--- config.mk ---
export PLATFORM = sky130hd
export DESIGN_NAME = rts_cts_flow
export DESIGN_NICKNAME = d
export VERILOG_FILES = /design/src/rtl/rts_cts_flow.sv
export SDC_FILE = /design/constraint.sdc
export NUM_CORES = 1
export LEC_CHECK = 0
export CAP_MARGIN = 25
export CORE_AREA = 8 8 45 47
export DETAILED_ROUTE_END_ITERATION = 8
export DIE_AREA = 0 0 53 55
export HOLD_SLACK_MARGIN = 0.06
export PLACE_DENSITY = 0.75
export SLEW_MARGIN = 20
export SYNTH_ARGS = -nofsm -noshare
export SYNTH_HDL_FRONTEND = slang
export SYNTH_SLANG_ARGS = --single-unit
--- constraint.sdc ---
create_clock -name clk -period 1.16 [get_ports clk]
set_input_delay 0.116 -clock clk [delete_from_list [all_inputs] [get_ports clk]]
set_output_delay 0.116 -clock clk [all_outputs]
set_load 0.02 [all_outputs]
--- src/rtl/rts_cts_flow.sv ---
module rts_cts_flow #(
  parameter int DEPTH = 32,
  parameter int CW    = $clog2(DEPTH + 1)
) (
  input  logic          clk,
  input  logic          rst_n,
  input  logic [CW-1:0] rx_count,
  input  logic [1:0]    trig_sel,
  input  logic          auto_rts_en,
  input  logic          auto_cts_en,
  input  logic          rts_int_en,
  input  logic          cts_int_en,
  input  logic          rts_sw,
  input  logic          cts_n,
  input  logic          tx_busy,
  input  logic          stop_done,
  input  logic          irq_ack,
  output logic          rts_n,
  output logic          tx_allow,
  output logic          rx_at_trig,
  output logic          fc_irq
);
  localparam logic [CW-1:0] LV0 = CW'(8);
  localparam logic [CW-1:0] LV1 = CW'(16);
  localparam logic [CW-1:0] LV2 = CW'(24);
  localparam logic [CW-1:0] LV3 = CW'(28);

  logic [CW-1:0] lvl, hi, lo;
  logic off_q, off_d, rts_n_d;
  logic cts_s1, cts_s2, allow_d;
  logic rts_rise, cts_rise;

  always_comb begin
    case (trig_sel)
      2'd0:    begin lvl = LV0; hi = LV1; lo = '0;  end
      2'd1:    begin lvl = LV1; hi = LV2; lo = LV0; end
      2'd2:    begin lvl = LV2; hi = LV3; lo = LV1; end
      default: begin lvl = LV3; hi = LV3; lo = LV2; end
    endcase
  end

  always_comb begin
    if (!auto_rts_en || !rts_sw) off_d = 1'b0;
    else if (rx_count >= hi)     off_d = 1'b1;
    else if (rx_count <= lo)     off_d = 1'b0;
    else                         off_d = off_q;
  end

  assign rts_n_d  = !rts_sw || off_d;
  assign rts_rise = rts_int_en && auto_rts_en && rts_n_d && !rts_n;
  assign cts_rise = cts_int_en && auto_cts_en && cts_s1 && !cts_s2;

  always_comb begin
    if (!auto_cts_en || !cts_s2)   allow_d = 1'b1;
    else if (!tx_busy || stop_done) allow_d = 1'b0;
    else                            allow_d = tx_allow;
  end

  always_ff @(posedge clk or negedge rst_n) begin
    if (!rst_n) begin
      off_q      <= 1'b0;
      rts_n      <= 1'b1;
      cts_s1     <= 1'b0;
      cts_s2     <= 1'b0;
      tx_allow   <= 1'b1;
      rx_at_trig <= 1'b0;
      fc_irq     <= 1'b0;
    end else begin
      off_q      <= off_d;
      rts_n      <= rts_n_d;
      cts_s1     <= cts_n;
      cts_s2     <= cts_s1;
      tx_allow   <= allow_d;
      rx_at_trig <= (rx_count >= lvl);
      fc_irq     <= rts_rise || cts_rise || (fc_irq && !irq_ack);
    end
  end
endmodule

# After elaboration in Yosys (flattened, before gate mapping)
# Cells that the tools add are included.
[op_classes]
eq_ne = 2
n_mul = 0
shift = 0
n_reduce_logical = 22
mux = 8
n_bitwise = 0
add_sub_neg = 0
magnitude_cmp = 3
div_mod_pow = 0
[op_table]
columns = ["operator", "n"]
rows = [
  ["$pmux W5 S3", 2],
  ["$ge A6 B6 Y1", 2],
  ["$pmux W4 S2", 1],
  ["$logic_and A1 B1 Y1", 7],
  ["$logic_not A1 Y1", 7],
  ["$le A6 B6 Y1", 1],
  ["$logic_or A1 B1 Y1", 6],
  ["$mux W1", 5],
  ["$eq A2 B1 Y1 const B", 1],
  ["$eq A2 B2 Y1 const B", 1],
  ["$logic_not A2 Y1", 1],
  ["$reduce_bool A2 Y1", 1],
]
[totals]
latchBits = 0
register_bits = 7
mem_count = 0
elab_cells = 42
in_bits = 19
romBits = 0
ramBits = 0
output_inout_bits = 4

# Depth between registers and ports, before layout
# Gate-level depths: netlist of the first run.
[depth]
word_depth = 11
ltp_mapped = 6
depth_no_buf = 6

# Least setup slack after synthesis of the first run
# OpenSTA, ideal clock, no wires.
[synth_path]
path_type = "input to register"
from = "input trig_sel[1]"
to = "register fc_irq"
setup_time_ps = 137
path_slack_ps = -307
cell_stages = 6
t_arrival_ps = 1331
required_ps = 1023
path_buffers = 0
cell_sequence = "nor2_1 -> ha_1 -> nor2b_1 -> a311o_1 -> a221oi_2 -> a22oi_1"
[synth_between]
elab_chain_len = 11
elab_cells_between_ends = 15
cone_classes = "order compare: 2; eq/ne: 2; mux: 5; reduce/logical: 6"
[synth_lines]
columns = ["element", "line", "source"]
rows = [
  ["start, declared", "8", "input logic [1:0] trig_sel,"],
  ["$eq A2 B2 Y1, or another cell as far along", "34", "case (trig_sel)"],
  ["$pmux W5 S3", "34", ""],
  ["$le A6 B6 Y1", "45", "else if (rx_count <= lo) off_d = 1'b0;"],
  ["$mux W1", "45", ""],
  ["$mux W1 (*)", "44", "else if (rx_count >= hi) off_d = 1'b1;"],
  ["$mux W1 (*)", "43", "if (!auto_rts_en || !rts_sw) off_d = 1'b0;"],
  ["$logic_or A1 B1 Y1 (*)", "49", "assign rts_n_d = !rts_sw || off_d;"],
  ["$logic_and A1 B1 Y1 (*) (2 in series)", "50", "assign rts_rise = rts_int_en && auto_rts_en && rts_n_d && !rts_n;"],
  ["$logic_or A1 B1 Y1 (*) (2 in series)", "75", "fc_irq <= rts_rise || cts_rise || (fc_irq && !irq_ack);"],
  ["end signal, assigned", "75", ""],
  ["end, declared", "21", "output logic fc_irq"],
]
# Every way passes the cells marked *; elsewhere a longest branch is shown, timed or not.
# A chain may end at the register's enable or synchronous reset.

# Worst setup path after layout of the first run
[layout_path]
from = "input trig_sel[0]"
to = "register fc_irq"
# Same word-level chain as after synthesis.

==> results of run 1 <==
==> sequential cells by signal, summed over array words and instances, names as in the netlist <==
signal / flops
rx_at_trig: 1
rts_n: 1
cts_s1: 1
fc_irq: 1
off_q: 1
tx_allow: 1
cts_s2: 1
==> logic make-up (layout without fill, tap and decap cells) <==
logic type               count (synthesis)  count (layout)
AO/OA/AOI/OAI                           10              10
adder cells (fa/ha/maj)                  7               7
buffers and inverters                    7              41
flip-flops                               7               7
AND/OR/NAND/NOR                         12              12
==> per-stage QoR <==
stage,power (mW),setup WS [ns]
2_1_floorplan,0.362,-0.190
3_3_place_gp,0.491,-0.772
3_5_place_dp,0.496,-0.816
4_1_cts,0.724,-0.113
5_1_grt,0.772,-0.170
6_report,0.726,-0.121
==> power breakdown <==
part	internal, mW	total, mW	switching (mW)
sequential	0.265	0.272	0.00740
combinational	0.143	0.238	0.0957
clock	0.131	0.215	0.0841
==> per-layer routing <==
layer | track usage, % | part of all wire (%) | up-vias | wire length (um)
li1 | - | - | 220 | -
met1 | 9.71 | 39 | 193 | 496
met2 | 16.8 | 51 | 18 | 646
met3 | 4.28 | 9.4 | 0 | 119
met4 | 6.47 | 0 | 0 | 0
met5 | 0 | 0 | - | 0
==> final timing paths <==
check / from / to / slack, ns / depth (start not counted)
max in group asynchronous: rst_n / rts_n / 0.75 / 1
worst max register to register: cts_s2 / fc_irq / 0.11 / 4
worst min register to register: cts_s1 / cts_s2 / 0.37 / 0
min in group clk: cts_n / cts_s1 / 0.32 / 1
worst max-delay path: trig_sel[0] / fc_irq / -0.12 / 7
worst min-delay path: rst_n / cts_s2 / 0.12 / 1
==> synthesized netlist by cell type <==
master / number
sky130_fd_sc_hd__a211o_1: 1
sky130_fd_sc_hd__a21bo_2: 1
sky130_fd_sc_hd__a21o_1: 1
sky130_fd_sc_hd__a21oi_1: 1
sky130_fd_sc_hd__a221oi_2: 1
sky130_fd_sc_hd__a22oi_1: 1
sky130_fd_sc_hd__a311o_1: 1
sky130_fd_sc_hd__and2_1: 2
sky130_fd_sc_hd__and4b_1: 1
sky130_fd_sc_hd__clkbuf_1: 2
sky130_fd_sc_hd__dfrtp_1: 5
sky130_fd_sc_hd__dfstp_2: 2
sky130_fd_sc_hd__ha_1: 7
sky130_fd_sc_hd__inv_1: 5
sky130_fd_sc_hd__nand2_1: 1
sky130_fd_sc_hd__nand3b_1: 1
sky130_fd_sc_hd__nand4_1: 1
sky130_fd_sc_hd__nor2_1: 2
sky130_fd_sc_hd__nor2b_1: 3
sky130_fd_sc_hd__nor3b_1: 1
sky130_fd_sc_hd__o211ai_1: 1
sky130_fd_sc_hd__o21a_1: 1
sky130_fd_sc_hd__o21ai_1: 1
==> layout make-up <==
| class | count | area, um2 | area share, % |
|---|---|---|---|
| clock buffers | 4 | 26.3 | 3.09 |
| inverters | 5 | 18.8 | 2.21 |
| repair buffers | 32 | 288 | 33.9 |
| multi-input cells | 29 | 319 | 37.6 |
| flip-flops and latches | 7 | 178 | 20.9 |
| well taps | 16 | 20.0 | 2.36 |
==> what timing repair did <==
item,4_1_cts,5_1_grt
setup buffers,1,1
gates cloned,0,0
setup endpoints to repair,8,6
endpoints found under the hold margin,0,0
gates resized for setup,36,6
pin swaps,10,3
==> worst reg2reg max path, stage by stage, from the launching register on <==
cell and delay, ns:
sky130_fd_sc_hd__dfrtp_1 0.38, sky130_fd_sc_hd__and4b_1 0.25, sky130_fd_sc_hd__a21oi_1 0.05, sky130_fd_sc_hd__and2_1 0.15, sky130_fd_sc_hd__a22oi_1 0.13
==> out/metrics.json, run 1 <==
{
  "detail_route.wl_per_cell_um": 13.6,
  "ant_nets": 0,
  "synth_top_family_by_area": "adder cells",
  "boundaryPins": 23,
  "final_instance_area_um2": 850,
  "avgSynthCellArea_um2": 10.4,
  "most_frequent_cells_in_the_layout": "11 x sky130_fd_sc_hd__clkdlybuf4s50_1, 9 x sky130_fd_sc_hd__buf_4, 5 x sky130_fd_sc_hd__dfrtp_1, 5 x sky130_fd_sc_hd__dlygate4sd2_1",
  "port_buffers": 22,
  "synth.yosys.warnings": 0,
  "grt_max_degree": 8,
  "worst_ir_drop_vdd_mv": 0.518,
  "cp.required_ns": 1.27,
  "cts-buffers-inserted": 3,
  "yosysUniqueCellTypes": 23,
  "synth.top_cells.by_area": "sky130_fd_sc_hd__dfrtp_1 28%, sky130_fd_sc_hd__ha_1 19%, sky130_fd_sc_hd__dfstp_2 12%, sky130_fd_sc_hd__inv_1 4.2%, sky130_fd_sc_hd__nor2b_1 4.2%",
  "critical-path-max-stage-delay_ns": 0.32,
  "syn-cell-area_um2": 449,
  "detailedRoute.firstPassIterationCount": 2,
  "failed_checks": "setup timing",
  "dpl-instance-area_um2": 764,
  "dieHeight_um": 55,
  "floorplan.die_area_mm2": 0.00292,
  "worstSetupStartpointType": "input port",
  "type_of_the_tightest_min_delay_check": "in2async",
  "die-width_um": 53,
  "synthAdderAreaFrac_pct": 19.5,
  "post_synth_xor_area_fraction_pct": 0,
  "fmax_mhz": 781,
  "post_layout_nonfiller_instances": 93,
  "rows": 14,
  "ys_ff_latch": 7,
  "timing.critical_path.cells": "buf_8, nor2_4, ha_4, nor2b_4, a311o_1, a221oi_4, a22oi_1",
  "fillerInstances": 128,
  "slew_violations": 0,
  "clk_latency_ns": 0.25,
  "drive_above_1_share_pct": 40.3,
  "buffer_depth_of_the_longest_clock_path": 2,
  "critPathArrivalTime_ns": 1.40,
  "synth.mux.area_fraction_pct": 0,
  "critical-path-top-delay-family": "compound AO/OA/AOI/OAI gates",
  "cp_num_buf_inv": 1,
  "final_critical_path_share_of_the_clock_period_pct": 110,
  "slew_headroom_pct": 79.5,
  "synth_largest_type_area_fraction_pct": 27.9,
  "clk_pin_slew_worst_paths_ns": 0.05,
  "tritoncts": "built",
  "post-place-cells": 87,
  "gpl.final_weighted_congestion": 0.701,
  "drt_first_iter_violations": 4,
  "number_of_nets_in_the_final_layout": 104,
  "via_count_of_the_first_global_routing_pass": 496,
  "setup_viol": 4,
  "synthDominantAreaCellType": "sky130_fd_sc_hd__dfrtp_1",
  "timing.clock.skew_ns": 0.00352,
  "grt_pass1_wl_um": 2100,
  "power_per_cell_area_mw_per_mm2": 854,
  "finalHoldViolCount": 0,
  "avgViaCountPerCell": 4.63,
  "worstSetupEndpointType": "flop",
  "status": "complete, but fails checks",
  "antenna_cells": 0,
  "syn_nets": 69,
  "tritoncts_num_sinks": 7,
  "cts-root-buf": "sky130_fd_sc_hd__clkbuf_4",
  "yosys.area_share.simple_pct": 16.4,
  "timing.final.crit_period_ns": 1.28,
  "holdBufCountCts": 0,
  "hold-worst-slack_ns": 0.122,
  "vias": 431,
  "core_mm2": 0.00138,
  "worstPathMaxFanout": 3,
  "h_tree_depth_reported_by_cts": 1,
  "synthesis.instances": 43,
  "worst_slew_pin_slew_ns": 0.306,
  "grt_setup_unrepaired": "true",
  "groute.usage.overall_pct": 9.88,
  "initial_core_util_pct": 32.5,
  "setup.worst_path.class": "in2reg",
  "finalWorstSetupSlack_ns": -0.121,
  "leakage_nw": 0.399,
  "fin_tns_setup_ns": -0.317,
  "grt_antenna_before_repair": 0,
  "layout_commonest_cell": "sky130_fd_sc_hd__clkdlybuf4s50_1",
  "dpl.hpwl_um": 1010,
  "routed_wl_um": 1260,
  "grt_overflow_total": 0,
  "ys_seq_area_share_pct": 39.6,
  "max_cap_violations": 0,
  "crit_slowest_cell": "sky130_fd_sc_hd__a221oi_4",
  "compound_gate_portion_of_the_synthesized_area_pct": 18.7,
  "finalCoreUtilization_pct": 61.4,
  "synthToLayoutAreaGrowth_pct": 89.1,
  "drcViolationCount": 0
}
Power figures use the tool's default switching activity.
==> run 2, diff against run 1 <==
--- a/config.mk
+++ b/config.mk
@@ -10,7 +10,7 @@
 export DETAILED_ROUTE_END_ITERATION = 8
 export DIE_AREA = 0 0 53 55
 export HOLD_SLACK_MARGIN = 0.06
-export PLACE_DENSITY = 0.75
+export PLACE_DENSITY = 0.7
 export SLEW_MARGIN = 20
 export SYNTH_ARGS = -nofsm -noshare
 export SYNTH_HDL_FRONTEND = slang
==> run 2 against run 1 <==
The flow still finishes with violations (setup timing). Register-to-register slack barely moved. Clock skew rose by 0.0012 ns. Non-clock buffer count fell by 1. Clock power rose by 2%. Flip-flop and latch count did not move. Core utilization fell by 0.81 points. Count of clock-buffer cells in the layout did not move. Sequential power barely moved. Global-route usage rose by 0.10 points. First-iteration DRC count did not move. Worst hold slack got worse by 0.0055 ns. Critical path type unchanged. Critical endpoint unchanged.
==> out/metrics.json, run 2 (synthesis gave the netlist of run 1 again) <==
{
  "type_of_the_tightest_min_delay_check": {"value": "in2async", "change": "unchanged"},
  "core": {"value": 0.00138, "unit": "mm2", "change": "unchanged"},
  "terminus_of_the_critical_flop_to_flop_path": {"value": "fc_irq", "change": "unchanged"},
  "timing.final.crit_period": {"value": 1.30, "unit": "ns", "change": "was 1.28 ns"},
  "placement.setup.worst_slack": {"value": -0.824, "unit": "ns", "change": "was -0.816 ns"},
  "power_per_cell_area": {"value": 866, "unit": "mW/mm2", "change": "was 854 mW/mm2"},
  "finalWorstSetupSlack": {"value": -0.138, "unit": "ns", "change": "was -0.121 ns"},
  "setup_viol": {"value": 4, "change": "unchanged"},
  "cp.required": {"value": 1.28, "unit": "ns", "change": "was 1.27 ns"},
  "synthToLayoutAreaGrowth": {"value": 86.6, "unit": "%", "change": "was 89.1%"},
  "detailedRoute.firstPassIterationCount": {"value": 4, "change": "was 2"},
  "floorplan.die_area": {"value": 0.00292, "unit": "mm2", "change": "unchanged"},
  "clk_latency": {"value": 0.25, "unit": "ns", "change": "about the same"},
  "slew_headroom": {"value": 79.7, "unit": "%", "change": "was 79.5%"},
  "grt_antenna_before_repair": {"value": 0, "change": "unchanged"},
  "vias": {"value": 422, "change": "was 431"},
  "routed_wl": {"value": 1280, "unit": "um", "change": "was 1260 um"},
  "final_instance_area": {"value": 838, "unit": "um2", "change": "was 850 um2"},
  "regToRegStartpoint": {"value": "cts_s1", "change": "was cts_s2"},
  "critPathArrivalTime": {"value": 1.42, "unit": "ns", "change": "was 1.40 ns"},
  "worst-r2r-setup-slack": {"value": 0.12, "unit": "ns", "change": "was 0.11 ns"},
  "status": {"value": "complete, but fails checks", "change": "unchanged"},
  "rows": {"value": 14, "change": "unchanged"},
  "worstPathMaxFanout": {"value": 3, "change": "unchanged"},
  "r2r.worst_path.cells": {"value": 4, "change": "unchanged"},
  "antenna_cells": {"value": 0, "change": "unchanged"},
  "leakage": {"value": 0.392, "unit": "nW", "change": "was 0.399 nW"},
  "worstSetupStartpointType": {"value": "input port", "change": "unchanged"},
  "number_of_nets_in_the_final_layout": {"value": 103, "change": "was 104"},
  "worst_slew_pin_slew": {"value": 0.304, "unit": "ns", "change": "was 0.306 ns"},
  "tritoncts_num_sinks": {"value": 7, "change": "unchanged"},
  "h_tree_depth_reported_by_cts": {"value": 1, "change": "unchanged"},
  "most_frequent_cells_in_the_layout": {"value": "11 x sky130_fd_sc_hd__clkdlybuf4s50_1, 8 x sky130_fd_sc_hd__buf_4, 5 x sky130_fd_sc_hd__dfrtp_1, 5 x sky130_fd_sc_hd__dlygate4sd2_1", "change": "was 11 x sky130_fd_sc_hd__clkdlybuf4s50_1, 9 x sky130_fd_sc_hd__buf_4, 5 x sky130_fd_sc_hd__dfrtp_1, 5 x sky130_fd_sc_hd__dlygate4sd2_1"},
  "initial_core_util": {"value": 32.5, "unit": "%", "change": "unchanged"},
  "drcViolationCount": {"value": 0, "change": "unchanged"},
  "via_count_of_the_first_global_routing_pass": {"value": 487, "change": "was 496"},
  "groute.usage.overall": {"value": 9.99, "unit": "%", "change": "was 9.88%"},
  "detail_route.wl_per_cell": {"value": 13.9, "unit": "um", "change": "was 13.6 um"},
  "finalHoldViolCount": {"value": 0, "change": "unchanged"},
  "worstSetupEndpointType": {"value": "flop", "change": "unchanged"},
  "fmax": {"value": 770, "unit": "MHz", "change": "was 781 MHz"},
  "cts-buffers-inserted": {"value": 3, "change": "unchanged"},
  "cts-root-buf": {"value": "sky130_fd_sc_hd__clkbuf_4", "change": "unchanged"},
  "final_critical_path_share_of_the_clock_period": {"value": 112, "unit": "%", "change": "was 110%"},
  "layout_commonest_cell": {"value": "sky130_fd_sc_hd__clkdlybuf4s50_1", "change": "unchanged"},
  "boundaryPins": {"value": 23, "change": "unchanged"},
  "drive_above_1_share": {"value": 39.5, "unit": "%", "change": "was 40.3%"},
  "slew_violations": {"value": 0, "change": "unchanged"},
  "critical-path-max-stage-delay": {"value": 0.34, "unit": "ns", "change": "was 0.32 ns"},
  "worst_ir_drop_vdd": {"value": 0.538, "unit": "mV", "change": "was 0.518 mV"},
  "failed_checks": {"value": "setup timing", "change": "unchanged"},
  "grt_setup_unrepaired": {"value": "true", "change": "unchanged"},
  "grt_pass1_wl": {"value": 2160, "unit": "um", "change": "was 2100 um"},
  "dieHeight": {"value": 55, "unit": "um", "change": "unchanged"},
  "max_cap_violations": {"value": 0, "change": "unchanged"},
  "fillerInstances": {"value": 120, "change": "was 128"},
  "buffer_depth_of_the_longest_clock_path": {"value": 2, "change": "unchanged"},
  "dpl.hpwl": {"value": 963, "unit": "um", "change": "was 1010 um"},
  "ant_nets": {"value": 0, "change": "unchanged"},
  "clk_pin_slew_worst_paths": {"value": 0.05, "unit": "ns", "change": "about the same"},
  "fin_tns_setup": {"value": -0.387, "unit": "ns", "change": "was -0.317 ns"},
  "drt_first_iter_violations": {"value": 4, "change": "unchanged"},
  "timing.clock.skew": {"value": 0.00468, "unit": "ns", "change": "was 0.00352 ns"},
  "timing.critical_path.cells": {"value": "buf_8, nor2_4, ha_4, nor2b_4, a311o_1, a221oi_4, a22oi_1", "change": "unchanged"},
  "port_buffers": {"value": 22, "change": "unchanged"},
  "crit_slowest_cell": {"value": "sky130_fd_sc_hd__a221oi_4", "change": "unchanged"},
  "tritoncts": {"value": "built", "change": "unchanged"},
  "dpl-instance-area": {"value": 764, "unit": "um2", "change": "unchanged"},
  "setup.worst_path.class": {"value": "in2reg", "change": "unchanged"},
  "grt_max_degree": {"value": 8, "change": "unchanged"},
  "gpl.final_weighted_congestion": {"value": 0.695, "change": "was 0.701"},
  "die-width": {"value": 53, "unit": "um", "change": "unchanged"},
  "avgViaCountPerCell": {"value": 4.59, "change": "was 4.63"},
  "design_power": {"value": 0.726, "unit": "mW", "change": "about the same"},
  "grt_overflow_total": {"value": 0, "change": "unchanged"}
}
## run 2: cell count changes in the layout (fill, tap and decap cells not counted), sizes merged
cell | before | now
buf | 15 | 14
## run 2: repair_timing
action	4_1_cts	5_1_grt
pin swaps	8	2
buffers inserted	1	0
endpoints found under the setup margin	8	5
resized for setup	36	5
hold buffers	0	0
## run 2: worst max-delay path, delay by kind of cell
kind                     cells  cell delay [ns]
adder cells (fa/ha/maj)      1             0.21
AND/OR/NAND/NOR              2             0.24
AO/OA/AOI/OAI                3             0.75
buffers and inverters        1             0.10
## run 2: worst max path at each step
| stage | cells past startpoint | to | start |
|---|---|---|---|
| final | 7 | fc_irq | trig_sel[0] |
| after global routing | 7 | fc_irq | trig_sel[0] |
| after CTS | 7 | fc_irq | trig_sel[0] |
| after detailed placement | 7 | fc_irq | trig_sel[1] |
| after global placement | 7 | fc_irq | trig_sel[1] |
| after floorplan | 6 | fc_irq | trig_sel[1] |
## run 2: power breakdown
group / total [mW] / leakage (nW) / internal (mW) / switching, mW
clock: 0.219 / 0.0150 / 0.131 / 0.0877
combinational: 0.234 / 0.296 / 0.139 / 0.0956
sequential: 0.273 / 0.0815 / 0.265 / 0.00755
## run 2: area by class of cell
cell class / instances / area, um2 / area share (%)
multi-input combinational: 29 / 319 / 38.1
inverter: 5 / 18.8 / 2.24
sequential: 7 / 178 / 21.2
clock buffer: 4 / 26.3 / 3.13
tap: 16 / 20.0 / 2.39
timing repair buffer: 31 / 277 / 33.0
## run 2: per-stage QoR
step	hold WS (ns)	utilization, %	cells
finish	0.117	60.6	92
detailed placement	0.361	55.2	87
floorplan	-0.180	-	43
global placement	0.353	55.2	87
global route	0.137	60.6	92
CTS	0.118	59.3	92
## run 2: layer usage
layer / vias up / routed length [um] / track usage (%)
met2: 19 / 652 / 17.2
li1: 219 / - / -
met5: - / 0 / 0
met4: 0 / 25 / 6.47
met3: 3 / 75 / 2.67
met1: 181 / 522 / 10.6
==> run 3, diff against run 2 <==
==> constraint.sdc (replaced) <==
create_clock -name clk -period 1.16 [get_ports clk]
set_input_delay 0.116 -clock clk [delete_from_list [all_inputs] [get_ports clk]]
set_output_delay 0.116 -clock clk [all_outputs]
set_load 0.1 [all_outputs]
==> run 3 against run 2 <==
The flow still finishes with violations (setup timing). Via count grew 4.5%. Flip-flop and latch count is the same. Sequential power grew 3%. Sequential share of layout area shrank 0.69 points. Count of clock-buffer cells in the layout is the same. Setup slack gained 0.038 ns. Wire length shrank 7.1%. Clock skew shrank 0.0039 ns. Worst hold slack gained 0.011 ns. Fmax grew 3.0%. Critical path type unchanged. Largest power group is now combinational cells. Highest routed layer unchanged.
==> out/metrics.json, run 3 (synthesis gave the netlist of run 1 again) <==
{
  "setup_viol": {"value": 3, "change": "was 4"},
  "cp_num_buf_inv": {"value": 1, "change": "unchanged"},
  "timing.critical_path.cells": {"value": "buf_8, nor2_4, ha_4, nor2b_4, a311o_1, a221oi_2, a22oi_1", "change": "was buf_8, nor2_4, ha_4, nor2b_4, a311o_1, a221oi_4, a22oi_1"},
  "finalHoldViolCount": {"value": 0, "change": "unchanged"},
  "h_tree_depth_reported_by_cts": {"value": 1, "change": "unchanged"},
  "ant_nets": {"value": 0, "change": "unchanged"},
  "detailedRoute.firstPassIterationCount": {"value": 2, "change": "was 4"},
  "most_frequent_cells_in_the_layout": {"value": "11 x sky130_fd_sc_hd__clkdlybuf4s50_1, 8 x sky130_fd_sc_hd__buf_4", "change": "was 11 x sky130_fd_sc_hd__clkdlybuf4s50_1, 8 x sky130_fd_sc_hd__buf_4, 5 x sky130_fd_sc_hd__dfrtp_1, 5 x sky130_fd_sc_hd__dlygate4sd2_1"},
  "cts-buffers-inserted": {"value": 3, "change": "unchanged"},
  "terminus_of_the_critical_flop_to_flop_path": {"value": "fc_irq", "change": "unchanged"},
  "worstPathMaxFanout": {"value": 3, "change": "unchanged"},
  "gpl.final_weighted_congestion": {"value": 0.745, "change": "was 0.695"},
  "regToRegStartpoint": {"value": "cts_s2", "change": "was cts_s1"},
  "dpl.hpwl": {"value": 970, "unit": "um", "change": "was 963 um"},
  "final_critical_path_share_of_the_clock_period": {"value": 109, "unit": "%", "change": "was 112%"},
  "critical-path-top-delay-family": {"value": "compound AO/OA/AOI/OAI gates", "change": "unchanged"},
  "via_count_of_the_first_global_routing_pass": {"value": 516, "change": "was 487"},
  "worst_slew_pin_slew": {"value": 0.313, "unit": "ns", "change": "was 0.304 ns"},
  "clk_pin_slew_worst_paths": {"value": 0.05, "unit": "ns", "change": "about the same"},
  "die-width": {"value": 53, "unit": "um", "change": "unchanged"},
  "type_of_the_tightest_min_delay_check": {"value": "in2async", "change": "unchanged"},
  "dieHeight": {"value": 55, "unit": "um", "change": "unchanged"},
  "clk_latency": {"value": 0.24, "unit": "ns", "change": "was 0.25 ns"},
  "detail_route.wl_per_cell": {"value": 12.7, "unit": "um", "change": "was 13.9 um"},
  "slew_headroom": {"value": 79.1, "unit": "%", "change": "was 79.7%"},
  "buffer_depth_of_the_longest_clock_path": {"value": 2, "change": "unchanged"},
  "avgViaCountPerCell": {"value": 4.74, "change": "was 4.59"},
  "groute.usage.overall": {"value": 9.76, "unit": "%", "change": "was 9.99%"},
  "grt_setup_unrepaired": {"value": "true", "change": "unchanged"},
  "tritoncts_num_sinks": {"value": 7, "change": "unchanged"},
  "tritoncts": {"value": "built", "change": "unchanged"},
  "holdBufCountCts": {"value": 0, "change": "unchanged"},
  "antenna_cells": {"value": 0, "change": "unchanged"},
  "vias": {"value": 441, "change": "was 422"},
  "grt_overflow_total": {"value": 0, "change": "unchanged"},
  "worstSetupStartpointType": {"value": "input port", "change": "unchanged"},
  "failed_checks": {"value": "setup timing", "change": "unchanged"},
  "grt_antenna_before_repair": {"value": 0, "change": "unchanged"},
  "rows": {"value": 14, "change": "unchanged"},
  "layout_commonest_cell": {"value": "sky130_fd_sc_hd__clkdlybuf4s50_1", "change": "unchanged"},
  "worst-r2r-setup-slack": {"value": 0.12, "unit": "ns", "change": "about the same"},
  "worst_ir_drop_vdd": {"value": 0.828, "unit": "mV", "change": "was 0.538 mV"},
  "synthToLayoutAreaGrowth": {"value": 98.3, "unit": "%", "change": "was 86.6%"},
  "drcViolationCount": {"value": 0, "change": "unchanged"},
  "cp.required": {"value": 1.27, "unit": "ns", "change": "was 1.28 ns"},
  "routed_wl": {"value": 1180, "unit": "um", "change": "was 1280 um"},
  "cts-root-buf": {"value": "sky130_fd_sc_hd__clkbuf_4", "change": "unchanged"},
  "power_per_cell_area": {"value": 933, "unit": "mW/mm2", "change": "was 866 mW/mm2"},
  "critical-path-max-stage-delay": {"value": 0.33, "unit": "ns", "change": "was 0.34 ns"},
  "drt_first_iter_violations": {"value": 2, "change": "was 4"},
  "timing.clock.skew": {"value": 0.000754, "unit": "ns", "change": "was 0.00468 ns"},
  "design_power": {"value": 0.831, "unit": "mW", "change": "was 0.726 mW"},
  "crit_slowest_cell": {"value": "sky130_fd_sc_hd__a221oi_2", "change": "was sky130_fd_sc_hd__a221oi_4"},
  "r2r.worst_path.cells": {"value": 4, "change": "unchanged"},
  "timing.final.crit_period": {"value": 1.26, "unit": "ns", "change": "was 1.30 ns"},
  "max_cap_violations": {"value": 0, "change": "unchanged"},
  "dpl-instance-area": {"value": 810, "unit": "um2", "change": "was 764 um2"},
  "finalCoreUtilization": {"value": 64.4, "unit": "%", "change": "was 60.6%"},
  "core": {"value": 0.00138, "unit": "mm2", "change": "unchanged"},
  "status": {"value": "complete, but fails checks", "change": "unchanged"},
  "boundaryPins": {"value": 23, "change": "unchanged"},
  "floorplan.die_area": {"value": 0.00292, "unit": "mm2", "change": "unchanged"},
  "finalWorstSetupSlack": {"value": -0.100, "unit": "ns", "change": "was -0.138 ns"},
  "number_of_nets_in_the_final_layout": {"value": 104, "change": "was 103"},
  "fmax": {"value": 793, "unit": "MHz", "change": "was 770 MHz"},
  "setup.worst_path.class": {"value": "in2reg", "change": "unchanged"},
  "port_buffers": {"value": 22, "change": "unchanged"},
  "critPathArrivalTime": {"value": 1.37, "unit": "ns", "change": "was 1.42 ns"},
  "drive_above_1_share": {"value": 42.9, "unit": "%", "change": "was 39.5%"},
  "slew_violations": {"value": 0, "change": "unchanged"},
  "leakage": {"value": 0.415, "unit": "nW", "change": "was 0.392 nW"},
  "worstSetupEndpointType": {"value": "flop", "change": "unchanged"},
  "grt_max_degree": {"value": 8, "change": "unchanged"},
  "initial_core_util": {"value": 32.5, "unit": "%", "change": "unchanged"},
  "grt_pass1_wl": {"value": 2110, "unit": "um", "change": "was 2160 um"},
  "final_instance_area": {"value": 891, "unit": "um2", "change": "was 838 um2"}
}
## run 3: what timing repair did
| item | 4_1_cts | 5_1_grt |
|---|---|---|
| cloned | 0 | 0 |
| resized for setup | 25 | 4 |
| setup buffers | 2 | 0 |
| setup endpoints to repair | 5 | 5 |
| pin swaps | 11 | 6 |
## run 3: cell type report
| class | instances | area [um2] |
|---|---|---|
| well taps | 16 | 20.0 |
| repair buffers | 32 | 340 |
| multi-input cells | 29 | 303 |
| flip-flops and latches | 7 | 183 |
| fillers | 112 | 493 |
| clock buffers | 4 | 26.3 |
| inverters | 5 | 18.8 |
## run 3: power breakdown
part / total [mW] / internal, mW / switching [mW]
Combinational: 0.336 / 0.172 / 0.163
Sequential: 0.281 / 0.267 / 0.0136
Clock: 0.215 / 0.131 / 0.0841
## run 3: how the worst max path moves through the flow
stage | start | endpoint | slack, ns | depth (start not counted)
after floorplan | trig_sel[1] | fc_irq | -0.19 | 6
after global placement | trig_sel[1] | fc_irq | -0.82 | 7
after detailed placement | trig_sel[1] | fc_irq | -0.86 | 7
after CTS | trig_sel[0] | fc_irq | -0.1 | 7
after global routing | trig_sel[0] | fc_irq | -0.18 | 7
final | trig_sel[0] | fc_irq | -0.10 | 7
## run 3: per-stage QoR
stage          setup WS (ns)  hold slack (ns)  TNS, ns  instances
6_report              -0.100            0.127   -0.244         93
5_1_grt               -0.177            0.147   -0.484         93
3_5_place_dp          -0.860            0.369    -3.26         87
2_1_floorplan         -0.191           -0.180   -0.523         43
3_3_place_gp          -0.821            0.354    -3.15         87
4_1_cts              -0.0991            0.139   -0.283         93
## run 3: worst register-to-register path: stages (launching register included)
cell	delay [ns]
sky130_fd_sc_hd__dfrtp_1	0.37
sky130_fd_sc_hd__and4b_1	0.24
sky130_fd_sc_hd__a21oi_1	0.05
sky130_fd_sc_hd__and2_1	0.15
sky130_fd_sc_hd__a22oi_1	0.14
## run 3: metal layers
metal	vias up	wire, um	global-route usage, %
li1	223	-	-
met1	191	504	10.3
met2	21	554	16.2
met3	6	76	2.67
met4	0	48	7.76
met5	-	0	0
